==> config.mk <==
export PLATFORM = sky130hd
export DESIGN_NAME = hb_gate_ctrl
export DESIGN_NICKNAME = d
export VERILOG_FILES = /design/src/rtl/hbg_pkg.sv /design/src/rtl/hbg_ocp_guard.sv /design/src/rtl/hbg_leg_fsm.sv /design/src/rtl/hb_gate_ctrl.sv
export SDC_FILE = /design/constraint.sdc
export NUM_CORES = 1
export LEC_CHECK = 0
export ABC_AREA = 1
export BUFFER_PORTS_ARGS = -buffer_cell sky130_fd_sc_hd__buf_2
export CAP_MARGIN = 15
export CELL_PAD_IN_SITES_DETAIL_PLACEMENT = 0
export CELL_PAD_IN_SITES_GLOBAL_PLACEMENT = 1
export CORE_UTILIZATION = 30
export DETAILED_ROUTE_END_ITERATION = 10
export GPL_TIMING_DRIVEN = 0
export PLACE_DENSITY = 0.69
export SETUP_SLACK_MARGIN = 0.15
export SYNTH_ARGS = -nofsm -noshare
export SYNTH_HDL_FRONTEND = slang
export SYNTH_SLANG_ARGS = --single-unit
==> constraint.sdc <==
create_clock -name clk -period 1.3 [get_ports clk]
set_input_delay 0.065 -clock clk [delete_from_list [all_inputs] [get_ports clk]]
set_output_delay 0.065 -clock clk [all_outputs]
set_load 0.01 [all_outputs]
==> src/rtl/hbg_pkg.sv <==
package hbg_pkg;

    typedef enum logic [1:0] {
        LEG_IDLE,
        LEG_DEAD,
        LEG_HIGH,
        LEG_LOW
    } leg_state_t;

    typedef enum logic [1:0] {
        OC_CLEAR,
        OC_TIMING,
        OC_LATCHED
    } oc_state_t;

    typedef enum logic [1:0] {
        REQ_NONE,
        REQ_HIGH,
        REQ_LOW
    } leg_req_t;

    // Rounded-up conversion of a duration to clock cycles, never below one.
    function automatic int ns_to_cycles(input int ns, input int clk_mhz);
        int c;
        c = (ns * clk_mhz + 999) / 1000;
        return (c < 1) ? 1 : c;
    endfunction

endpackage

==> src/rtl/hbg_ocp_guard.sv <==
module hbg_ocp_guard
    import hbg_pkg::*;
#(
    parameter int TRIP_CYC = 250
) (
    input  logic clk,
    input  logic rst_n,
    input  logic oc_any,
    output logic kill,
    output logic fault
);
    localparam int CW = $clog2(TRIP_CYC + 1);
    localparam logic [CW-1:0] LAST = CW'(TRIP_CYC - 1);

    oc_state_t     state_q, state_d;
    logic [CW-1:0] cnt_q, cnt_d;
    logic          trip_now;

    always_ff @(posedge clk) begin
        if (!rst_n) begin
            state_q <= OC_CLEAR;
            cnt_q   <= '0;
        end else begin
            state_q <= state_d;
            cnt_q   <= cnt_d;
        end
    end

    always_comb begin
        state_d  = state_q;
        cnt_d    = cnt_q;
        trip_now = 1'b0;
        unique case (state_q)
            OC_CLEAR: begin
                if (oc_any) begin
                    if (TRIP_CYC == 1) begin
                        trip_now = 1'b1;
                        state_d  = OC_LATCHED;
                    end else begin
                        state_d = OC_TIMING;
                        cnt_d   = CW'(1);
                    end
                end
            end
            OC_TIMING: begin
                if (!oc_any) begin
                    state_d = OC_CLEAR;
                    cnt_d   = '0;
                end else if (cnt_q == LAST) begin
                    trip_now = 1'b1;
                    state_d  = OC_LATCHED;
                end else begin
                    cnt_d = cnt_q + 1'b1;
                end
            end
            OC_LATCHED: begin
                state_d = OC_LATCHED;
            end
            default: begin
                state_d = OC_CLEAR;
                cnt_d   = '0;
            end
        endcase
    end

    always_comb begin
        fault = (state_q == OC_LATCHED);
        kill  = fault | trip_now;
    end

endmodule

==> src/rtl/hbg_leg_fsm.sv <==
module hbg_leg_fsm
    import hbg_pkg::*;
#(
    parameter int DEAD_CYC = 5
) (
    input  logic     clk,
    input  logic     rst_n,
    input  leg_req_t req,
    output logic     gate_hi,
    output logic     gate_lo
);
    localparam int DW = $clog2(DEAD_CYC + 1);
    localparam logic [DW-1:0] LAST = DW'(DEAD_CYC - 1);

    leg_state_t    state_q, state_d;
    logic [DW-1:0] gap_q, gap_d;

    always_ff @(posedge clk) begin
        if (!rst_n) begin
            state_q <= LEG_IDLE;
            gap_q   <= '0;
        end else begin
            state_q <= state_d;
            gap_q   <= gap_d;
        end
    end

    always_comb begin
        state_d = state_q;
        gap_d   = gap_q;
        unique case (state_q)
            LEG_IDLE: begin
                if (req == REQ_HIGH)     state_d = LEG_HIGH;
                else if (req == REQ_LOW) state_d = LEG_LOW;
            end
            LEG_HIGH: begin
                if (req != REQ_HIGH) begin
                    state_d = LEG_DEAD;
                    gap_d   = '0;
                end
            end
            LEG_LOW: begin
                if (req != REQ_LOW) begin
                    state_d = LEG_DEAD;
                    gap_d   = '0;
                end
            end
            LEG_DEAD: begin
                if (gap_q == LAST) begin
                    gap_d = '0;
                    if (req == REQ_HIGH)     state_d = LEG_HIGH;
                    else if (req == REQ_LOW) state_d = LEG_LOW;
                    else                     state_d = LEG_IDLE;
                end else begin
                    gap_d = gap_q + 1'b1;
                end
            end
            default: begin
                state_d = LEG_IDLE;
                gap_d   = '0;
            end
        endcase
    end

    always_comb begin
        gate_hi = (state_q == LEG_HIGH);
        gate_lo = (state_q == LEG_LOW);
    end

endmodule

==> src/rtl/hb_gate_ctrl.sv <==
module hb_gate_ctrl
    import hbg_pkg::*;
#(
    parameter int CLK_MHZ = 50,
    parameter int DEAD_NS = 90,
    parameter int TRIP_NS = 5000
) (
    input  logic clk,
    input  logic rst_n,
    input  logic in_lvl,
    input  logic en,
    input  logic disable_all,
    input  logic oc_hs,
    input  logic oc_ls,
    output logic gate_hi,
    output logic gate_lo,
    output logic hiz,
    output logic fault
);
    localparam int DEAD_CYC = ns_to_cycles(DEAD_NS, CLK_MHZ);
    localparam int TRIP_CYC = ns_to_cycles(TRIP_NS, CLK_MHZ);

    logic     kill;
    leg_req_t req;

    hbg_ocp_guard #(.TRIP_CYC(TRIP_CYC)) u_guard (
        .clk    (clk),
        .rst_n  (rst_n),
        .oc_any (oc_hs | oc_ls),
        .kill   (kill),
        .fault  (fault)
    );

    always_comb begin
        if (kill || !en || disable_all) req = REQ_NONE;
        else if (in_lvl)                req = REQ_HIGH;
        else                            req = REQ_LOW;
    end

    hbg_leg_fsm #(.DEAD_CYC(DEAD_CYC)) u_leg (
        .clk     (clk),
        .rst_n   (rst_n),
        .req     (req),
        .gate_hi (gate_hi),
        .gate_lo (gate_lo)
    );

    assign hiz = ~(gate_hi | gate_lo);

endmodule

==> metrics.txt, run 1 <==
Pwr Density=785.0 nW/um^2; internal power=0.0006548 W; IO Port Bufs=10; ys flop type=dfxtp_1; fmax=736.7 MHz; Tightest Pin Transition=555.0 ps; Root Driver=clkbuf_4; # DRC=0; layout cell share with drive strength beyond 1=0.2798; worst skew pair latency=290 ps; CP Max Fanout=5; WP buf/inv=1; post-route cell area=1190 um^2; clk slew on worst S/H paths=110 ps; final non-filler cell total=between 200 and 250; Post-Syn Area=949.7 um^2; vias in the first global route=893; GPL Wtd Cong=roughly 0.73; CP Data Arrival Time=1520 ps; Peak supply drop=0.4672 mV; Die Wd=roughly 58 um; net count of the finished layout=180; critical path launch point=u_guard.cnt_q[0]$_SDFFE_PN0P_; WS Path Type=reg2reg; unrepaired setup endpoints after global routing=yes; final hold vios=0; die area=3395 um^2; Detailed Route WL=2230 um; CP Data Required Time=between 1000 and 1500 ps; Core ar.=3028 um^2; largest net degree at the start of global routing=11; net load switching power=0.0002793 W; Max-Cap Viols=0; CP cell instances=ha_4, nand2_2, nor2_2, nand3_2, nand2_2, inv_4, nand2_8, nand2_1, o21ai_1, nor2_1; Final setup viols=9; most frequent cell on the critical path=nand2_2; grt ovf=0; Rel. slew slack=0.6300; vias post-DR=937; area delta synth->final=25.30%; WL/cell=approximately 11 um; sequential-to-total area share from yosys stat=0.3162; DR iter-0 viols=43; async set-or-reset flop fraction in the synthesized netlist=0; top post-synthesis cells by area=dfxtp_1 32%, nand2_1 16%, inv_1 9.1%; DRT antenna net count=0; failing checks=negative setup slack; P_leak=0.5343 nW; CTS tree=done; share of the synthesized area in the top cell type=0.3162; Clock Skew=4.701 ps; GR Util All Layers=0.1524; initial antenna violation count=0; minimum clock period=1357 ps; Synth area leader=dfxtp_1; Placed Cells=203; critical path endpoint category=register; Worst Setup Start Kind=register; Post-synth EDFFs=0; H-tree depth=1; clock buffer depth=2; Clock Power Share=0.309; Hold Crit Class=in2reg; initial cell density of the core=0.3136; Mapped Cells=149; crit-path max cell delay=~400 ps; Site Rows=20; Tcrit/Tclk final=1.044; critical path's slowest cell=dfxtp_4; final slew viol count=0; CP top delay family=simple AND/OR/NAND/NOR gates; Combinational Power Share=0.163; IO Pins=11; net count after synthesis=160; Seq pwr share=0.529; Post-DP HPWL=1701 um; 1st-pass router iterations=4; Yosys cell types=24; dpl cell area=1077 um^2; Reg-to-Reg Start=u_guard.cnt_q[0]$_SDFFE_PN0P_; Hold Crit Start=rst_n; status=complete, but fails checks; number of synthesis warnings=0; CTS Sinks=15; Die Y=58.27 um; Synth Area per Inst=6.374 um^2; Switching Fraction=0.2990; first-pass GRT wire length=3946 um; fillers=around 340; Via-to-Cell Ratio=4.420; worst setup margin=-57.43 ps; cts bufs inserted=3; Ant. Diodes=0; Yosys reg bits=15
[area by class of cell]
cell class / instances / area (um^2) / share of cell area
clock inverters: 1 / 7.507 / 0.006309
repair buffers: 14 / 82.58 / 0.06940
inverters: 25 / 98.84 / 0.08307
well taps: 44 / 55.05 / 0.04627
plain buffers: 2 / 8.758 / 0.007361
multi-input cells: 108 / 603.1 / 0.5068
flip-flops and latches: 15 / 311.5 / 0.2618
clock buffers: 3 / 22.52 / 0.01893
[path summary, 6_finish.rpt]
kind | end | slack [ps] | depth (start not counted)
setup / recovery | u_guard.cnt_q[1]$_SDFFE_PN0P_ | -60 | 10
hold / removal | u_leg.state_q[0]$_SDFFE_PN0P_ | 20 | 3
setup reg to reg | u_guard.cnt_q[1]$_SDFFE_PN0P_ | -60 | 10
hold reg to reg | u_leg.gap_q[1]$_SDFFE_PN0P_ | 490 | 2
[power by group through the flow]
| stage | registers (W) | logic [W] | clock network [W] |
|---|---|---|---|
| 6_report | 0.000494 | 0.000152 | 0.000288 |
| 5_1_grt | 0.000496 | 0.000176 | 0.000329 |
| 4_1_cts | 0.000492 | 0.000151 | 0.000305 |
| 3_5_place_dp | 0.000503 | 0.000132 | 0 |
| 3_3_place_gp | 0.000502 | 0.000128 | 0 |
| 2_1_floorplan | 0.000499 | 0.0000935 | 0 |
[cell families (layout without fill, tap and decap cells)]
group | count (synthesis) | after routing | share of synthesized area
buffers and inverters | 27 | 45 | 0.1107
xor gates and xnor gates | 3 | 3 | 0.02767
adders and majority gates | 4 | 4 | 0.05270
DFF | 15 | 15 | 0.3162
and+or+nand+nor | 85 | 86 | 0.4111
AOI/OAI and AO/OA | 15 | 15 | 0.08168
[layout by cell type (no fill, tap or decap), types with 3 or more instances in the layout]
cell type / netlist / routed
nand2_1: 41 / 37
inv_1: 23 / 21
nor2_1: 18 / 15
buf_2: 1 / 11
nand3_1: 9 / 9
a21oi_1: 11 / 9
dfxtp_1: 15 / 8
dfxtp_2: 0 / 6
nand2_2: 2 / 5
nand4_1: 5 / 5
nor3_1: 4 / 4
nor2_2: 1 / 3
ha_1: 4 / 3
clkbuf_4: 0 / 3
buf_4: 0 / 3
[synth_stat cells (2+ instances only)]
| cell | n |
|---|---|
| a21oi_1 | 11 |
| dfxtp_1 | 15 |
| ha_1 | 4 |
| inv_1 | 23 |
| nand2_1 | 41 |
| nand2_2 | 2 |
| nand3_1 | 9 |
| nand4_1 | 5 |
| nor2_1 | 18 |
| nor3_1 | 4 |
| o21ai_0 | 3 |
| xor2_1 | 2 |
[registers in the layout (all words and copies together), names as in the netlist]
| register | flops |
|---|---|
| u_guard.cnt_q | 8 |
| u_guard.state_q | 2 |
| u_leg.state_q | 2 |
| u_leg.gap_q | 3 |
[worst reg2reg max path, stage by stage (launching register included)]
cell and delay, ps:
dfxtp_4 400, ha_4 140, nand2_2 50, nor2_2 100
nand3_2 110, nand2_2 110, inv_4 70, nand2_8 80
nand2_1 60, o21ai_1 70, nor2_1 50
[through the flow]
step | hold slack (ps) | setup slack (ps) | util | TNS, ps | total power [W]
2_1_floorplan | 175.7 | 77.27 | - | 0 | 0.0005923
3_3_place_gp | 308.3 | -74.59 | 0.3558 | -513.4 | 0.0006309
3_5_place_dp | 316.3 | -122.0 | 0.3558 | -996.7 | 0.0006347
4_1_cts | 6.743 | -77.72 | 0.3880 | -465.3 | 0.0009484
5_1_grt | 17.16 | -190.6 | 0.3930 | -1662 | 0.001001
6_report | 16.75 | -57.43 | 0.3930 | -310.6 | 0.0009341
[per-layer routing]
metal	share of wire	track usage	wire (um)
met1	0.47	0.1803	1055
met3	0.016	0.04018	35
met2	0.50	0.2759	1118
met5	0	0	0
met4	0.0090	0.03061	20
[repair_timing]
action,4_1_cts,5_1_grt
endpoints found under the hold margin,1,0
hold buffers,1,0
cloned,1,0
endpoints found under the setup margin,15,17
buffers inserted,3,0
gates resized for setup,8,9
pin swaps,3,2
Note: power is estimated with default switching activity, not from simulation.
==> run 2: changes to the inputs <==
Settings changed: CORE_UTILIZATION 30 to 35, PLACE_DENSITY 0.69 to unset, PLACE_DENSITY_LB_ADDON set to 0.1.
==> run 2 against run 1 <==
Against the previous run:
- worst hold slack got worse by 7.8 ps
- cell area is 4.1% higher
- count of clock-buffer cells in the layout unchanged
- the flow still finishes with violations (negative setup slack)
- highest routed layer unchanged
- largest power group unchanged
- register-to-register slack hardly changed
- combinational power is 14% higher
- sequential power decreased by 0.8%
- total power increased by 0.79%
- die area decreased by 14%
- setup slack got worse by 2.4 ps
- sequential share of layout area decreased by 0.93 points
==> metrics.txt, run 2 (synthesis results as in run 1) <==
1st-pass router iterations=3 (-1); initial antenna violation count=0 (unchanged); worst setup margin=-59.84 ps (-2.402 ps); layout cell share with drive strength beyond 1=0.3064 (+0.02660); path depth of the worst reg2reg path=10 (unchanged); final slew viol count=0 (unchanged); unrepaired setup endpoints after global routing=yes; clk slew on worst S/H paths=90 ps (-20 ps); Pwr Density=760.0 nW/um^2 (-3.2%); WL/cell=11.22 um (+6.7%); hold depth=3 (unchanged); area delta synth->final=30.43%; Rel. slew slack=0.6637 (+0.03370); critical path endpoint category=register; cts bufs inserted=3 (unchanged); initial cell density of the core=0.3765 (+0.06285); fmax=735.4 MHz (-0.18%); P_leak=0.5707 nW (+6.8%); Fin Hold WS=8.994 ps (-7.759 ps); Worst Setup Start Kind=register; Largest Register=u_guard.cnt_q; Max-Cap Viols=0 (unchanged); H-tree depth=1 (unchanged); leading registers by flop count=u_guard.cnt_q: 8 flops, u_leg.gap_q: 3 flops; minimum clock period=1360 ps (+2.402 ps); Final setup viols=12 (+3); DRT antenna net count=0 (unchanged); IO Pins=11 (unchanged); final non-filler cell total=203 (-4.2%); Clock Skew=6.202 ps (+1.501 ps); Die Wd=54.09 um (-7.2%); Tightest Pin Transition=504.4 ps (-50.55 ps); Peak supply drop=0.4416 mV (-5.5%); DR iter-0 viols=15 (-65%); # DRC=0 (unchanged); WS Path Type=reg2reg; vias in the first global route=828 (-7.3%); Detailed Route WL=2278 um (+2.2%); clock buffer depth=2 (unchanged); net count of the finished layout=185 (+2.8%); most frequent cells in the layout=35 x nand2_1, 22 x inv_1, 17 x nor2_1; Post-DP HPWL=1607 um (-5.5%); Via-to-Cell Ratio=4.729 (+7.0%); failing checks=negative setup slack; setup TNS=-372.2 ps (-61.53 ps); status=complete, but fails checks; fin util=0.4911 (+0.09810); largest net degree at the start of global routing=11 (unchanged); vias post-DR=960 (+2.5%); GPL Wtd Cong=0.7851 (+7.7%); Ant. Diodes=0 (unchanged); CTS tree=done; Tcrit/Tclk final=1.046 (+0.001847); final hold vios=0 (unchanged); Final Power=0.0009414 W (+0.79%); first-pass GRT wire length=3615 um (-8.4%); CP Max Fanout=3 (-2); worst skew pair latency=290 ps (about the same); Die Y=54.09 um (-7.2%); Hold Crit Class=in2reg; Root Driver=clkbuf_4; GR Util All Layers=0.1773 (+0.02488); Site Rows=18 (-10%); Core ar.=2522 um^2 (-17%); most common cell after layout, fill and taps aside=nand2_1; Placed Cells=189 (-6.9%); hold buffer count at CTS=0 (-1); CP Data Required Time=1490 ps (+30 ps); IO Port Bufs=10 (unchanged); die area=2926 um^2 (-14%); grt ovf=0 (unchanged); CTS Sinks=15 (unchanged); fillers=277 (-18%); max FFs per register=8 (unchanged); CP Data Arrival Time=1540 ps (+20 ps)
-- run 2: cell count changes in the layout (fill, tap and decap cells not counted), sizes merged --
cell | previous run | this run
clkinvlp | 1 | 0
clkinv | 0 | 1
buf | 14 | 20
dlygate4sd3 | 1 | 0
-- run 2: per-stage QoR --
| step | cell area (um^2) | setup WS, ps |
|---|---|---|
| finish | 1239 | -59.84 |
| global route | 1239 | -121.7 |
| CTS | 1136 | -67.11 |
| detailed placement | 1060 | -90.16 |
| global placement | 1060 | -83.80 |
| floorplan | 972.2 | 77.27 |
-- run 2: repair_timing --
item | in CTS | in global routing
resized for setup | 4 | 19
setup buffers | 4 | 5
endpoints found under the setup margin | 15 | 17
gates cloned | 1 | 0
pin swaps | 1 | 3
-- run 2: area by class of cell --
class | instances | area, um^2 | area share
multi-input combinational | 108 | 628.1 | 0.5071
sequential | 15 | 312.8 | 0.2525
timing repair buffer | 19 | 117.6 | 0.09495
inverter | 25 | 106.4 | 0.08586
tap | 30 | 37.54 | 0.03030
clock buffer | 3 | 22.52 | 0.01818
buffer | 2 | 8.758 | 0.007071
clock inverter | 1 | 5.005 | 0.004040
-- run 2: final timing paths --
kind / from / to / slack (ps)
worst max-delay path: u_guard.cnt_q[1]$_SDFFE_PN0P_ / u_guard.cnt_q[0]$_SDFFE_PN0P_ / -60
worst min-delay path: rst_n / u_guard.cnt_q[0]$_SDFFE_PN0P_ / 9
worst max register to register: u_guard.cnt_q[1]$_SDFFE_PN0P_ / u_guard.cnt_q[0]$_SDFFE_PN0P_ / -60
worst min register to register: u_leg.gap_q[1]$_SDFFE_PN0P_ / u_leg.gap_q[1]$_SDFFE_PN0P_ / 490
-- run 2: worst max-delay path, stage by stage, from the launching register on --
cell and delay, ps:
dfxtp_2 350, inv_2 50, ha_4 150, nand2_2 60
nor2_2 40, nand3_2 120, nand2_4 90, buf_4 140
buf_4 130, nor3_2 90, nor2_1 60
-- run 2: power breakdown --
group | internal [W] | switching, W
registers | 0.000475 | 0.0000154
logic | 0.0000728 | 0.0000997
clock network | 0.000114 | 0.000165
-- run 2: routing by layer --
layer / wire [um] / GRT usage / part of all wire / vias to the layer above
met5: 0 / 0 / 0 / -
met2: 1130 / 0.2963 / 0.50 / 8
li1: - / - / - / 518
met1: 1079 / 0.2192 / 0.47 / 430
met3: 40 / 0.03390 / 0.018 / 4
met4: 27 / 0.07692 / 0.012 / 0
==> run 3: changes to the inputs <==
Settings changed: CORE_UTILIZATION 35 to 42.
Clock period 1.3 ns to 1.6 ns, I/O delays scaled along.
==> run 3 against run 2 <==
Against the previous run:
- the flow now finishes without violations
- clock skew decreased by 4.4 ps
- first-iteration DRC count fell by 13%
- critical path depth rose by 1
- largest power group unchanged
- highest routed layer unchanged
==> metrics.txt, run 3 (synthesis results as in run 1) <==
P_leak=0.5231 nW (-8.3%); flop2flop setup slack=170 ps (+230 ps); final hold vios=0 (unchanged); clock buffer depth=2 (unchanged); Ant. Diodes=0 (unchanged); Tcrit/Tclk final=0.8937 (-0.1523); net count of the finished layout=178 (-3.8%); Reg-to-Reg Start=u_guard.cnt_q[1]$_SDFFE_PN0P_; Clock Skew=1.843 ps (-4.359 ps); CP Data Required Time=1750 ps (+260 ps); worst setup margin=170.0 ps (+229.9 ps); CTS Sinks=15 (unchanged); DRT antenna net count=0 (unchanged); worst skew pair latency=280 ps (about the same); vias in the first global route=810 (-2.2%); GPL Wtd Cong=0.7987 (+1.7%); fmax=699.3 MHz (-4.9%); status=finished, final reports clean; Root Driver=clkbuf_4; Hold Crit Class=in2reg; Worst Setup Start Kind=register; grt ovf=0 (unchanged); Final setup viols=0 (-12); Via-to-Cell Ratio=4.834 (+2.2%); critical path endpoint category=register; Hold Crit Start=rst_n; most frequent cells in the layout=40 x nand2_1, 23 x inv_1, 17 x nor2_1; setup TNS=0 ps (+372.2 ps); 1st-pass router iterations=4 (+1); Max-Cap Viols=0 (unchanged); WL/cell=10.53 um (-6.2%); initial antenna violation count=0 (unchanged); area delta synth->final=16.34%; H-tree depth=1 (unchanged); initial cell density of the core=0.4651 (+0.08859); cts bufs inserted=3 (unchanged); Die Wd=49.55 um (-8.4%); Final Power=0.0007248 W (-23%); dpl cell area=1033 um^2 (-2.5%); vias post-DR=933 (-2.8%); WS Path Type=reg2reg; Tightest Pin Transition=524.4 ps (+19.96 ps); Largest Register=u_guard.cnt_q; most common cell after layout, fill and taps aside=nand2_1; unrepaired setup endpoints after global routing=yes; Post-DP HPWL=1487 um (-7.5%); first-pass GRT wire length=3429 um (-5.1%); IO Port Bufs=10 (unchanged); GR Util All Layers=0.1812 (+0.003914); Rel. slew slack=0.6504 (-0.01331); Site Rows=16 (-2); largest net degree at the start of global routing=11 (unchanged); clk slew on worst S/H paths=90 ps (about the same); fin util=0.5411 (+0.04998); IO Pins=11 (unchanged); worst slack, placed=158.2 ps (+248.3 ps); die area=2455 um^2 (-16%); Die Y=49.55 um (-8.4%); post-route cell area=1105 um^2 (-11%); # DRC=0 (unchanged); CP Data Arrival Time=1580 ps (+40 ps); final slew viol count=0 (unchanged); Pwr Density=656.0 nW/um^2 (-14%); layout cell share with drive strength beyond 1=0.2048 (-0.1015); Peak supply drop=0.3539 mV (-20%); max FFs per register=8 (unchanged); CTS tree=done; Detailed Route WL=2032 um (-11%); CP Max Fanout=5 (+2); DR iter-0 viols=13 (-2); critical path launch point=u_guard.cnt_q[1]$_SDFFE_PN0P_; minimum clock period=1430 ps (+70.12 ps); leading registers by flop count=u_guard.cnt_q: 8 flops, u_leg.gap_q: 3 flops; Core ar.=2042 um^2 (-19%)
run 3: cell types whose count changed in the layout (fill, tap and decap cells not counted), moves of 3 or more:
| cell | previous run | this run |
|---|---|---|
| buf_4 | 9 | 2 |
| nand2_1 | 35 | 40 |
| dfxtp_1 | 9 | 12 |
| nand2_2 | 6 | 3 |
run 3: layer usage:
metal | wire length [um] | track usage | vias to the layer above | part of all wire
li1 | - | - | 501 | -
met1 | 987 | 0.2373 | 417 | 0.49
met2 | 981 | 0.2950 | 13 | 0.48
met3 | 48 | 0.02778 | 2 | 0.024
met4 | 14 | 0.07143 | 0 | 0.0069
met5 | 0 | 0 | - | 0
run 3: path summary, 6_finish.rpt:
check | cells past startpoint | endpoint
worst min register to register | 2 | u_leg.gap_q[1]$_SDFFE_PN0P_
worst max register to register | 11 | u_guard.cnt_q[1]$_SDFFE_PN0P_
worst min-delay path | 3 | u_guard.cnt_q[0]$_SDFFE_PN0P_
worst max-delay path | 11 | u_guard.cnt_q[1]$_SDFFE_PN0P_
run 3: where the power goes:
part	internal (W)	total [W]	switching [W]
logic	0.0000409	0.000110	0.0000688
registers	0.000386	0.000398	0.0000116
clock network	0.0000927	0.000217	0.000125
run 3: layout make-up:
type                       instances  area [um^2]
clock inverter                     1        5.005
sequential                        15        306.5
clock buffer                       3        22.52
timing repair buffer              12        65.06
tap                               27        33.78
buffer                             2        8.758
inverter                          25        96.34
fill                             223        937.1
multi-input combinational        108        566.8
run 3: timing repair:
action,CTS,global route
setup buffers,0,2
pin swaps,0,2
gates resized for setup,1,8
hold buffers,0,0
gates cloned,0,1
setup endpoints to repair,3,12
run 3: worst max-delay path: stages, from the launching register on:
cell and delay [ps]:
dfxtp_2 330, inv_1 70, ha_2 170, nand2_1 60
nor2_2 100, nand3_2 110, nand2_2 120, inv_4 70
nand2_8 70, nand2_1 50, o21ai_1 90, nor2_1 60
run 3: per-stage QoR:
stage	std cells	hold WS, ps
after global placement	186	326.6
after global routing	193	64.87
after CTS	190	14.24
after floorplan	149	200.4
after detailed placement	186	331.7
final	193	21.58
